**config.mk**
```make
export PLATFORM = sky130hd
export DESIGN_NAME = rng_inv_guard
export DESIGN_NICKNAME = d
export VERILOG_FILES = /design/src/rtl/rig_pkg.sv /design/src/rtl/rig_mode_fsm.sv /design/src/rtl/rig_slot.sv /design/src/rtl/rng_inv_guard.sv
export SDC_FILE = /design/constraint.sdc
export NUM_CORES = 2
export LEC_CHECK = 0
export BUFFER_PORTS_ARGS = -buffer_cell sky130_fd_sc_hd__buf_2
export CORE_MARGIN = 5
export CORE_UTILIZATION = 43
export DETAILED_ROUTE_END_ITERATION = 8
export GPL_ROUTABILITY_DRIVEN = 0
export SLEW_MARGIN = 15
export SYNTH_ARGS = -nofsm -noshare
export SYNTH_HDL_FRONTEND = slang
export SYNTH_HIERARCHICAL = 1
export SYNTH_SLANG_ARGS = --single-unit
```
**constraint.sdc**
```tcl
create_clock -name clk -period 6 [get_ports clk]
set_clock_uncertainty 0.15 [all_clocks]
set_input_delay 0.3 -clock clk [delete_from_list [all_inputs] [get_ports clk]]
set_output_delay 0.3 -clock clk [all_outputs]
set_load 0.1 [all_outputs]
```
**src/rtl/rig_pkg.sv**
```systemverilog
package rig_pkg;

    typedef enum logic [1:0] {
        RIG_IDLE  = 2'd0,
        RIG_LEARN = 2'd1,
        RIG_WATCH = 2'd2
    } rig_state_e;

    localparam logic [1:0] MODE_LEARN = 2'b01;
    localparam logic [1:0] MODE_WATCH = 2'b10;

endpackage

```
**src/rtl/rig_mode_fsm.sv**
```systemverilog
module rig_mode_fsm
    import rig_pkg::*;
(
    input  logic       clk,
    input  logic       rst_n,
    input  logic       wipe,
    input  logic [1:0] mode_req,
    output rig_state_e cur_st,
    output logic       learn_on,
    output logic       watch_on
);

    rig_state_e req_st;
    rig_state_e nxt_st;

    // decode the requested mode
    always_comb begin
        unique case (mode_req)
            MODE_LEARN: req_st = RIG_LEARN;
            MODE_WATCH: req_st = RIG_WATCH;
            default:    req_st = RIG_IDLE;
        endcase
    end

    // transitions: open -> LEARN, arm -> WATCH, park -> IDLE (wipe forces park)
    always_comb begin
        nxt_st = cur_st;
        unique case (cur_st)
            RIG_IDLE:  nxt_st = wipe ? RIG_IDLE : req_st;
            RIG_LEARN: nxt_st = wipe ? RIG_IDLE : req_st;
            RIG_WATCH: nxt_st = wipe ? RIG_IDLE : req_st;
            default:   nxt_st = RIG_IDLE;
        endcase
    end

    // state register
    always_ff @(posedge clk) begin
        if (!rst_n) cur_st <= RIG_IDLE;
        else        cur_st <= nxt_st;
    end

    // outputs
    always_comb begin
        learn_on = 1'b0;
        watch_on = 1'b0;
        unique case (cur_st)
            RIG_LEARN: learn_on = 1'b1;
            RIG_WATCH: watch_on = 1'b1;
            default: ;
        endcase
    end

endmodule

```
**src/rtl/rig_slot.sv**
```systemverilog
module rig_slot #(
    parameter int VAL_W = 32
) (
    input  logic                    clk,
    input  logic                    rst_n,
    input  logic                    wipe,
    input  logic                    learn_hit,
    input  logic                    dis_hit,
    input  logic signed [VAL_W-1:0] probe,
    output logic                    trained,
    output logic                    muted,
    output logic signed [VAL_W-1:0] lo,
    output logic signed [VAL_W-1:0] hi,
    output logic                    out_of_range
);

    always_ff @(posedge clk) begin
        if (!rst_n) begin
            trained <= 1'b0;
            muted   <= 1'b0;
            lo      <= '0;
            hi      <= '0;
        end else if (wipe) begin
            trained <= 1'b0;
            muted   <= 1'b0;
        end else begin
            if (learn_hit) begin
                if (!trained) begin
                    trained <= 1'b1;
                    lo      <= probe;
                    hi      <= probe;
                end else if (probe < lo) begin
                    lo <= probe;
                end else if (probe > hi) begin
                    hi <= probe;
                end
            end
            if (dis_hit) muted <= 1'b1;
        end
    end

    assign out_of_range = trained && !muted && ((probe < lo) || (probe > hi));

endmodule

```
**src/rtl/rng_inv_guard.sv**
```systemverilog
module rng_inv_guard
    import rig_pkg::*;
#(
    parameter int NUM_INV = 8,
    parameter int VAL_W   = 32,
    localparam int IDX_W  = (NUM_INV > 1) ? $clog2(NUM_INV) : 1
) (
    input  logic                    clk,
    input  logic                    rst_n,
    input  logic [1:0]              mode_req,
    input  logic                    wipe_all,
    input  logic                    smp_vld,
    input  logic [IDX_W-1:0]        smp_idx,
    input  logic signed [VAL_W-1:0] smp_val,
    input  logic                    dis_vld,
    input  logic [IDX_W-1:0]        dis_idx,
    output logic                    viol_vld,
    output logic [IDX_W-1:0]        viol_idx,
    output logic signed [VAL_W-1:0] viol_val
);

    rig_state_e cur_st;
    logic       learn_on;
    logic       watch_on;

    logic [NUM_INV-1:0]            slot_valid;
    logic [NUM_INV-1:0]            slot_dis;
    logic [NUM_INV-1:0]            oor;
    logic [NUM_INV-1:0][VAL_W-1:0] lo_all;
    logic [NUM_INV-1:0][VAL_W-1:0] hi_all;

    logic idx_ok;
    logic fire;

    rig_mode_fsm u_fsm (
        .clk      (clk),
        .rst_n    (rst_n),
        .wipe     (wipe_all),
        .mode_req (mode_req),
        .cur_st   (cur_st),
        .learn_on (learn_on),
        .watch_on (watch_on)
    );

    for (genvar g = 0; g < NUM_INV; g++) begin : g_slot
        logic lhit;
        logic dhit;
        assign lhit = learn_on && smp_vld && (smp_idx == IDX_W'(g));
        assign dhit = dis_vld && (dis_idx == IDX_W'(g));
        rig_slot #(.VAL_W(VAL_W)) u_slot (
            .clk          (clk),
            .rst_n        (rst_n),
            .wipe         (wipe_all),
            .learn_hit    (lhit),
            .dis_hit      (dhit),
            .probe        (smp_val),
            .trained      (slot_valid[g]),
            .muted        (slot_dis[g]),
            .lo           (lo_all[g]),
            .hi           (hi_all[g]),
            .out_of_range (oor[g])
        );
    end

    assign idx_ok = ({1'b0, smp_idx} < (IDX_W+1)'(NUM_INV));
    assign fire   = watch_on && smp_vld && idx_ok && !wipe_all && oor[smp_idx];

    always_ff @(posedge clk) begin
        if (!rst_n) begin
            viol_vld <= 1'b0;
            viol_idx <= '0;
            viol_val <= '0;
        end else begin
            viol_vld <= fire;
            if (fire) begin
                viol_idx <= smp_idx;
                viol_val <= smp_val;
            end
        end
    end

endmodule

```
**Word-level counts from Yosys, hierarchy flattened**

Cells that the tools add are included.

- Bits in registers: 566
- Bits of input ports: 45
- Output and inout bits: 36
- Word-level logic and storage cells: 218

- $lt $le $gt $ge: 17
- Equality and inequality tests: 42
- Mux-type cells: 45
- Bitwise logic cells: 3
- Reductions and logical operators: 75

Operators by type and width:

| kind | count |
|---|---|
| two-way mux 32 bit | 40 |
| > comparator 32 bit | 8 |
| less-than comparator 32 bit | 8 |
| inequality test 2 bit, second input constant | 24 |
| logical AND 1 bit | 36 |
| AND reduction 4 bit | 8 |
| equality test 3 bit, second input constant | 8 |
| AND reduction 3 bit | 8 |
| equality test 3 x 2 -> 1 bit, second input constant | 4 |
| logical NOT 1 bit | 9 |
| logical OR 1 bit | 8 |
| equality test 3 x 1 -> 1 bit, second input constant | 2 |
| logical NOT 3 bit | 2 |
| OR reduction 3 bit | 2 |
| equality test 2 x 1 -> 1 bit, second input constant | 2 |
| equality test 2 bit, second input constant | 2 |
| less-than comparator 3 x 4 -> 1 bit, second input constant | 1 |
| one-hot mux 2 bit (2 select lines) | 1 |
| binary-select mux 1 bit (select 3 bit) | 1 |
| two-way mux 1 bit | 3 |
| NOT 1 bit | 3 |
| logical NOT 2 bit | 1 |
| OR reduction 2 bit | 1 |

**Logic depth before layout (Yosys ltp)**

- Depth in word-level cells: 6
- Gate-level depth with buffers: 16
- Gate-level depth less buffers: 14

**Modules after synthesis**

Netlist, hierarchy kept.

By module, submodules not included:

| module | times used | cells an instance | area an instance (µm²) | seq. area each (µm²) |
|---|---|---|---|---|
| rig_slot (g_slot[0].u_slot ...) | 7 | 479 | 4192.8 | 1321.3 |
| rig_slot (g_slot[3].u_slot) | 1 | 485 | 4171.5 | 1321.3 |
| rng_inv_guard | 1 | 190 | 1641.6 | 720.7 |
| rig_mode_fsm | 1 | 9 | 98.8 | 40.0 |

**Least setup slack after synthesis**

Ideal clock, no wire load.

- Path type: register to register
- From: reg g_slot[3].u_slot.lo[11]
- To: reg viol_vld
- Library setup time: 0.115 ns
- Arrival time: 3.359 ns
- Required time: 5.735 ns
- Path slack: 2.376 ns
- Stages on the path, launching flop included: 15
- Buffers on the path: 2
- Period minus slack after synthesis: 3.624 ns
- Cell sequence: dfxtp_1 > inv_1 > ha_1 > a21oi_1 > o21ai_1 > a221o_1 > o31a_1 > or4_4 > mux2_4 > a21oi_1 > mux4_2 > o2111a_1 > buf_6 > buf_8 > and2_1

- Cells in the longest elaborated chain, start to end: 6

Ends and longest elaborated chain:

| what | line | source |
|---|---|---|
| from (decl) | rig_slot.sv:12 | `output logic signed [VAL_W-1:0] lo,` |
| from (signal assigned) | rig_slot.sv:30 | `lo <= probe;` |
| from (signal assigned) | rig_slot.sv:33 | `lo <= probe;` |
| less-than comparator 32 bit | rig_slot.sv:42 | `assign out_of_range = trained && !muted && ((probe < lo) \|\| (probe > hi));` |
| logical OR 1 bit | rig_slot.sv:42 |  |
| logical AND 1 bit | rig_slot.sv:42 |  |
| named net oor[3] | rng_inv_guard.sv:28 | `logic [NUM_INV-1:0] oor;` |
| binary-select mux 1 bit (select 3 bit) | rng_inv_guard.sv:66 | `assign fire = watch_on && smp_vld && idx_ok && !wipe_all && oor[smp_idx];` |
| two-way mux 1 bit (not written as such) | rng_inv_guard.sv:66 |  |
| logical AND 1 bit | rng_inv_guard.sv:66 |  |
| to (signal assigned) | rng_inv_guard.sv:74 | `viol_vld <= fire;` |
| to (decl) | rng_inv_guard.sv:17 | `output logic viol_vld,` |

The timed path passes the listed nets, and every way through them passes these cells. The select of a mux whose other input is x is not followed.
A chain may end at the register's enable or synchronous reset.

**Worst setup path after layout**

- From: in smp_val[11]
- To: reg viol_val[16]

- Cells in the longest elaborated chain, start to end: 6
- Elaborated cells between the ends (all ways): 35
- Classes of those cells: order compare (16); mux (2); reduce/logical (17)

Ends and longest elaborated chain:

| what | line | source |
|---|---|---|
| from (decl) | rng_inv_guard.sv:14 | `input logic signed [VAL_W-1:0] smp_val,` |
| less-than comparator 32 bit or > comparator 32 bit (tied branches) | rig_slot.sv:42 |  |
| logical OR 1 bit (*) | rig_slot.sv:42 |  |
| logical AND 1 bit (*) | rig_slot.sv:42 |  |
| named net oor[1] | rng_inv_guard.sv:28 |  |
| binary-select mux 1 bit (select 3 bit) (*) | rng_inv_guard.sv:66 |  |
| two-way mux 1 bit (not written as such) (*) | rng_inv_guard.sv:66 |  |
| logical AND 1 bit (*) | rng_inv_guard.sv:66 |  |
| to (signal assigned) | rng_inv_guard.sv:77 | `viol_val <= smp_val;` |
| to (decl) | rng_inv_guard.sv:19 | `output logic signed [VAL_W-1:0] viol_val` |

The timed path passes the listed nets; every way through them passes the cells marked *. The select of a mux whose other input is x is not followed.

==> results.sh <==
export IMPL_status="finished clean"
export IMPL_core_area_um2=81700
export IMPL_vdd_ir_drop_worst_mv=0.217
export IMPL_hold_viol_final=0
export IMPL_wl_met3_mm=5.29
export IMPL_row_count=105
export IMPL_synth_top_cell_area_share=0.321
export IMPL_hpwlAfterDp_mm=64.6
export IMPL_grt_max_degree=188
export IMPL_cp_buffers_inverters=4
export IMPL_layout_commonest_cell="nand2_1"
export IMPL_cpMaxStageDelayCell="o41ai_1"
export IMPL_hold_slack_ns=0.0325
export IMPL_setup_tns_ns=0
export IMPL_drt_wl_total_mm=92.0
export IMPL_path_common_cell="buf_4"
export IMPL_crit_chain="dlygate4sd3_1 > buf_2 > buf_4 > ha_1 > nand4_1 > a211oi_1 > o41ai_1 > o2111ai_1 > mux2_4 > nor2b_1 > nor3_1 > mux4_2 > o2111a_2 > buf_4 > mux2i_1"
export IMPL_clockBufferDepth=3
export IMPL_ys_seq_area_frac=0.321
export IMPL_cts_tree="built"
export IMPL_seq_area_um2=11300
export IMPL_period_needed_ns=4.91
export IMPL_yosysUniqueCellTypes=55
export IMPL_async_flop_share=0
export IMPL_yosys_top_cells_area="dfxtp_1 32%, ha_1 18%, mux2i_1 16%, nand2_1 7.7%, inv_1 5.6%"
export IMPL_drtAntennaViolNets=0
export IMPL_die_y_um=296
export IMPL_pin_count=81
export IMPL_crit_required_ns=6.36
export IMPL_period_share=0.818
export IMPL_portBuffers=80
export IMPL_grt_usage=0.206
export IMPL_pwr_density_cell_nw_per_um2=228
export IMPL_clk_latency_ns=0.60
export IMPL_hp_class="primary input to register"
export IMPL_area_delta_synth_final_pct=11.5
export IMPL_max_cap_violations=0
export IMPL_syn_area_per_cell_um2=8.73
export IMPL_vias=27200
export IMPL_avgViaCountPerCell=5.15
export IMPL_cts_setup_buffers=0
export IMPL_slew_headroom=0.224
export IMPL_synth_ff_type="dfxtp_1"
export IMPL_nets=4701
export IMPL_final_cell_mix="722 x nand2_1, 566 x dfxtp_1, 549 x mux2i_1"
export IMPL_yosysTopAreaCell="dfxtp_1"
export IMPL_yosys_register_bits=566
export IMPL_drive_gt1_frac=0.0783
export IMPL_syn_area_um2=35300
export IMPL_cts_buffers=67
export IMPL_setup_viol=0
export IMPL_die_w_um=296
export IMPL_cts_resized=0
export IMPL_cts_max_level=3
export IMPL_endpoint_kind="register"
export IMPL_reg2reg_slack_ns=1.42
export IMPL_routed_wl_met2_mm=37.8
export IMPL_first_pass_iters=5
export IMPL_start_kind="primary input"
export IMPL_fin_util=0.481
export IMPL_syn_nets=4586
export IMPL_rsz0062_at_grt="false"
export IMPL_multi_input_area_um2=20900
export IMPL_met1Wirelength_mm=47.2
export IMPL_yosys_warnings=6
export IMPL_cp_data_arrival_time_ns=5.27
export IMPL_numClockSinks=566
export IMPL_path_max_fanout=26
export IMPL_avgRoutedWirePerCell_um=17.4
export IMPL_highest_layer="met5"
export IMPL_p_leak_nw=16.3
export IMPL_fmax_mhz=204
export IMPL_cp_slowest_stage_delay_ns=0.57
export IMPL_drc=0
export IMPL_clk_pin_slew_ns=0.06
export IMPL_dieArea_um2=87800
export IMPL_tightest_slew_ns=1.16
export IMPL_maxSlewViolCount=0
export IMPL_synth_edff_count=0
export IMPL_start_util=0.432
export IMPL_cts_root_buf="clkbuf_16"
export IMPL_antenna_found_initial=8
export IMPL_crit_family="buffers and inverters"
export IMPL_grt_pass1_vias=25600
export IMPL_gr_total_overflow=0
export IMPL_crit_type="primary input to register"
export IMPL_synthCells=4037
export IMPL_drtIter0Drc=1861
export IMPL_grt_pass1_wl_mm=144
export IMPL_p_total_w=0.00896
export IMPL_nFillCells=7853
worst paths after layout:
path | startpoint | endpoint | cells after the start
setup / recovery | smp_val[11] | viol_val[16] | 15
setup reg to reg | g_slot[6].u_slot/hi[31] | viol_val[16] | 13
hold reg to reg | viol_val[29] | viol_val[29] | 2
hold / removal | smp_val[17] | g_slot[0].u_slot/hi[17] | 3
cell usage after synthesis, types with 2 or more instances:
| master | number |
|---|---|
| a2111oi_0 | 7 |
| a21oi_1 | 179 |
| a21boi_0 | 14 |
| o211ai_1 | 17 |
| o221ai_1 | 7 |
| a2111o_1 | 2 |
| and4_1 | 2 |
| a22oi_1 | 7 |
| o21ai_2 | 7 |
| mux2i_1 | 549 |
| o2bb2ai_4 | 7 |
| buf_12 | 26 |
| buf_6 | 3 |
| nand2b_4 | 2 |
| nor4_1 | 24 |
| buf_4 | 21 |
| dfxtp_1 | 566 |
| nand2_1 | 722 |
| buf_2 | 3 |
| a211oi_1 | 30 |
| a211o_1 | 2 |
| clkbuf_1 | 97 |
| nand3_1 | 49 |
| nand2b_1 | 22 |
| nor2b_1 | 249 |
| nand4_1 | 104 |
| a21o_1 | 47 |
| nand3b_1 | 2 |
| ha_1 | 504 |
| o22ai_1 | 8 |
| o21ai_0 | 53 |
| nor3_1 | 27 |
| a221oi_1 | 9 |
| inv_1 | 530 |
| mux2_4 | 8 |
| a31oi_1 | 7 |
| nor2_1 | 86 |
| or3_1 | 8 |
| o21ai_1 | 2 |
| o2111ai_1 | 7 |
| o41ai_1 | 7 |
through the flow:
stage | std cells | setup slack (ns) | area, um2
after floorplan | 4037 | 2.38 | 35300
after global placement | 5143 | 1.04 | 36900
after detailed placement | 5143 | 1.00 | 36900
after CTS | 5273 | 1.13 | 39300
after global routing | 5273 | 0.967 | 39300
final | 5276 | 1.09 | 39300
timing repair:
| item | 4_1_cts | 5_1_grt |
|---|---|---|
| setup endpoints to repair | 0 | 0 |
| hold buffers | 10 | 0 |
| endpoints found under the hold margin | 14 | 0 |
sequential cells by signal, summed over array words and instances, names as in the netlist:
signal,cells
viol_vld,1
g_slot.u_slot/hi,256
u_fsm/cur_st,2
viol_val,32
g_slot.u_slot/muted,8
g_slot.u_slot/lo,256
g_slot.u_slot/trained,8
viol_idx,3
where the power goes:
| group | total (W) | leakage (nW) | internal, W | switching (W) |
|---|---|---|---|---|
| clock | 0.00429 | 1.15 | 0.00261 | 0.00168 |
| sequential | 0.00377 | 4.56 | 0.00376 | 0.00000350 |
| combinational | 0.000899 | 10.6 | 0.000324 | 0.000576 |
area by class of cell:
type / count / area share
timing repair buffer: 197 / 0.0369
multi-input combinational: 2789 / 0.531
tap: 1070 / 0.0341
clock buffer: 92 / 0.0503
clock inverter: 28 / 0.00837
sequential: 566 / 0.288
antenna: 3 / 0.000191
inverter: 531 / 0.0507
kinds of logic (layout without fill, tap and decap cells):
family | after synthesis | in the layout | share of synthesized area
flip-flops | 566 | 566 | 0.321
adder cells (fa/ha/maj) | 504 | 504 | 0.179
AO/OA/AOI/OAI | 426 | 426 | 0.0804
other | 0 | 3 | 0
multiplexers | 558 | 558 | 0.160
AND/OR/NAND/NOR | 1301 | 1301 | 0.172
buffers and inverters | 682 | 848 | 0.0879
worst min-delay path: stages:
cell and delay, ns:
buf_2 0.24, nand2_1 0.11, mux2i_1 0.06
metal layers:
metal  up-vias  GRT usage
li1      13900          -
met1     12700      0.310
met2       516      0.309
met3       102     0.0392
met4         4     0.0411
met5         -          0
Power figures use the tool's default switching activity.
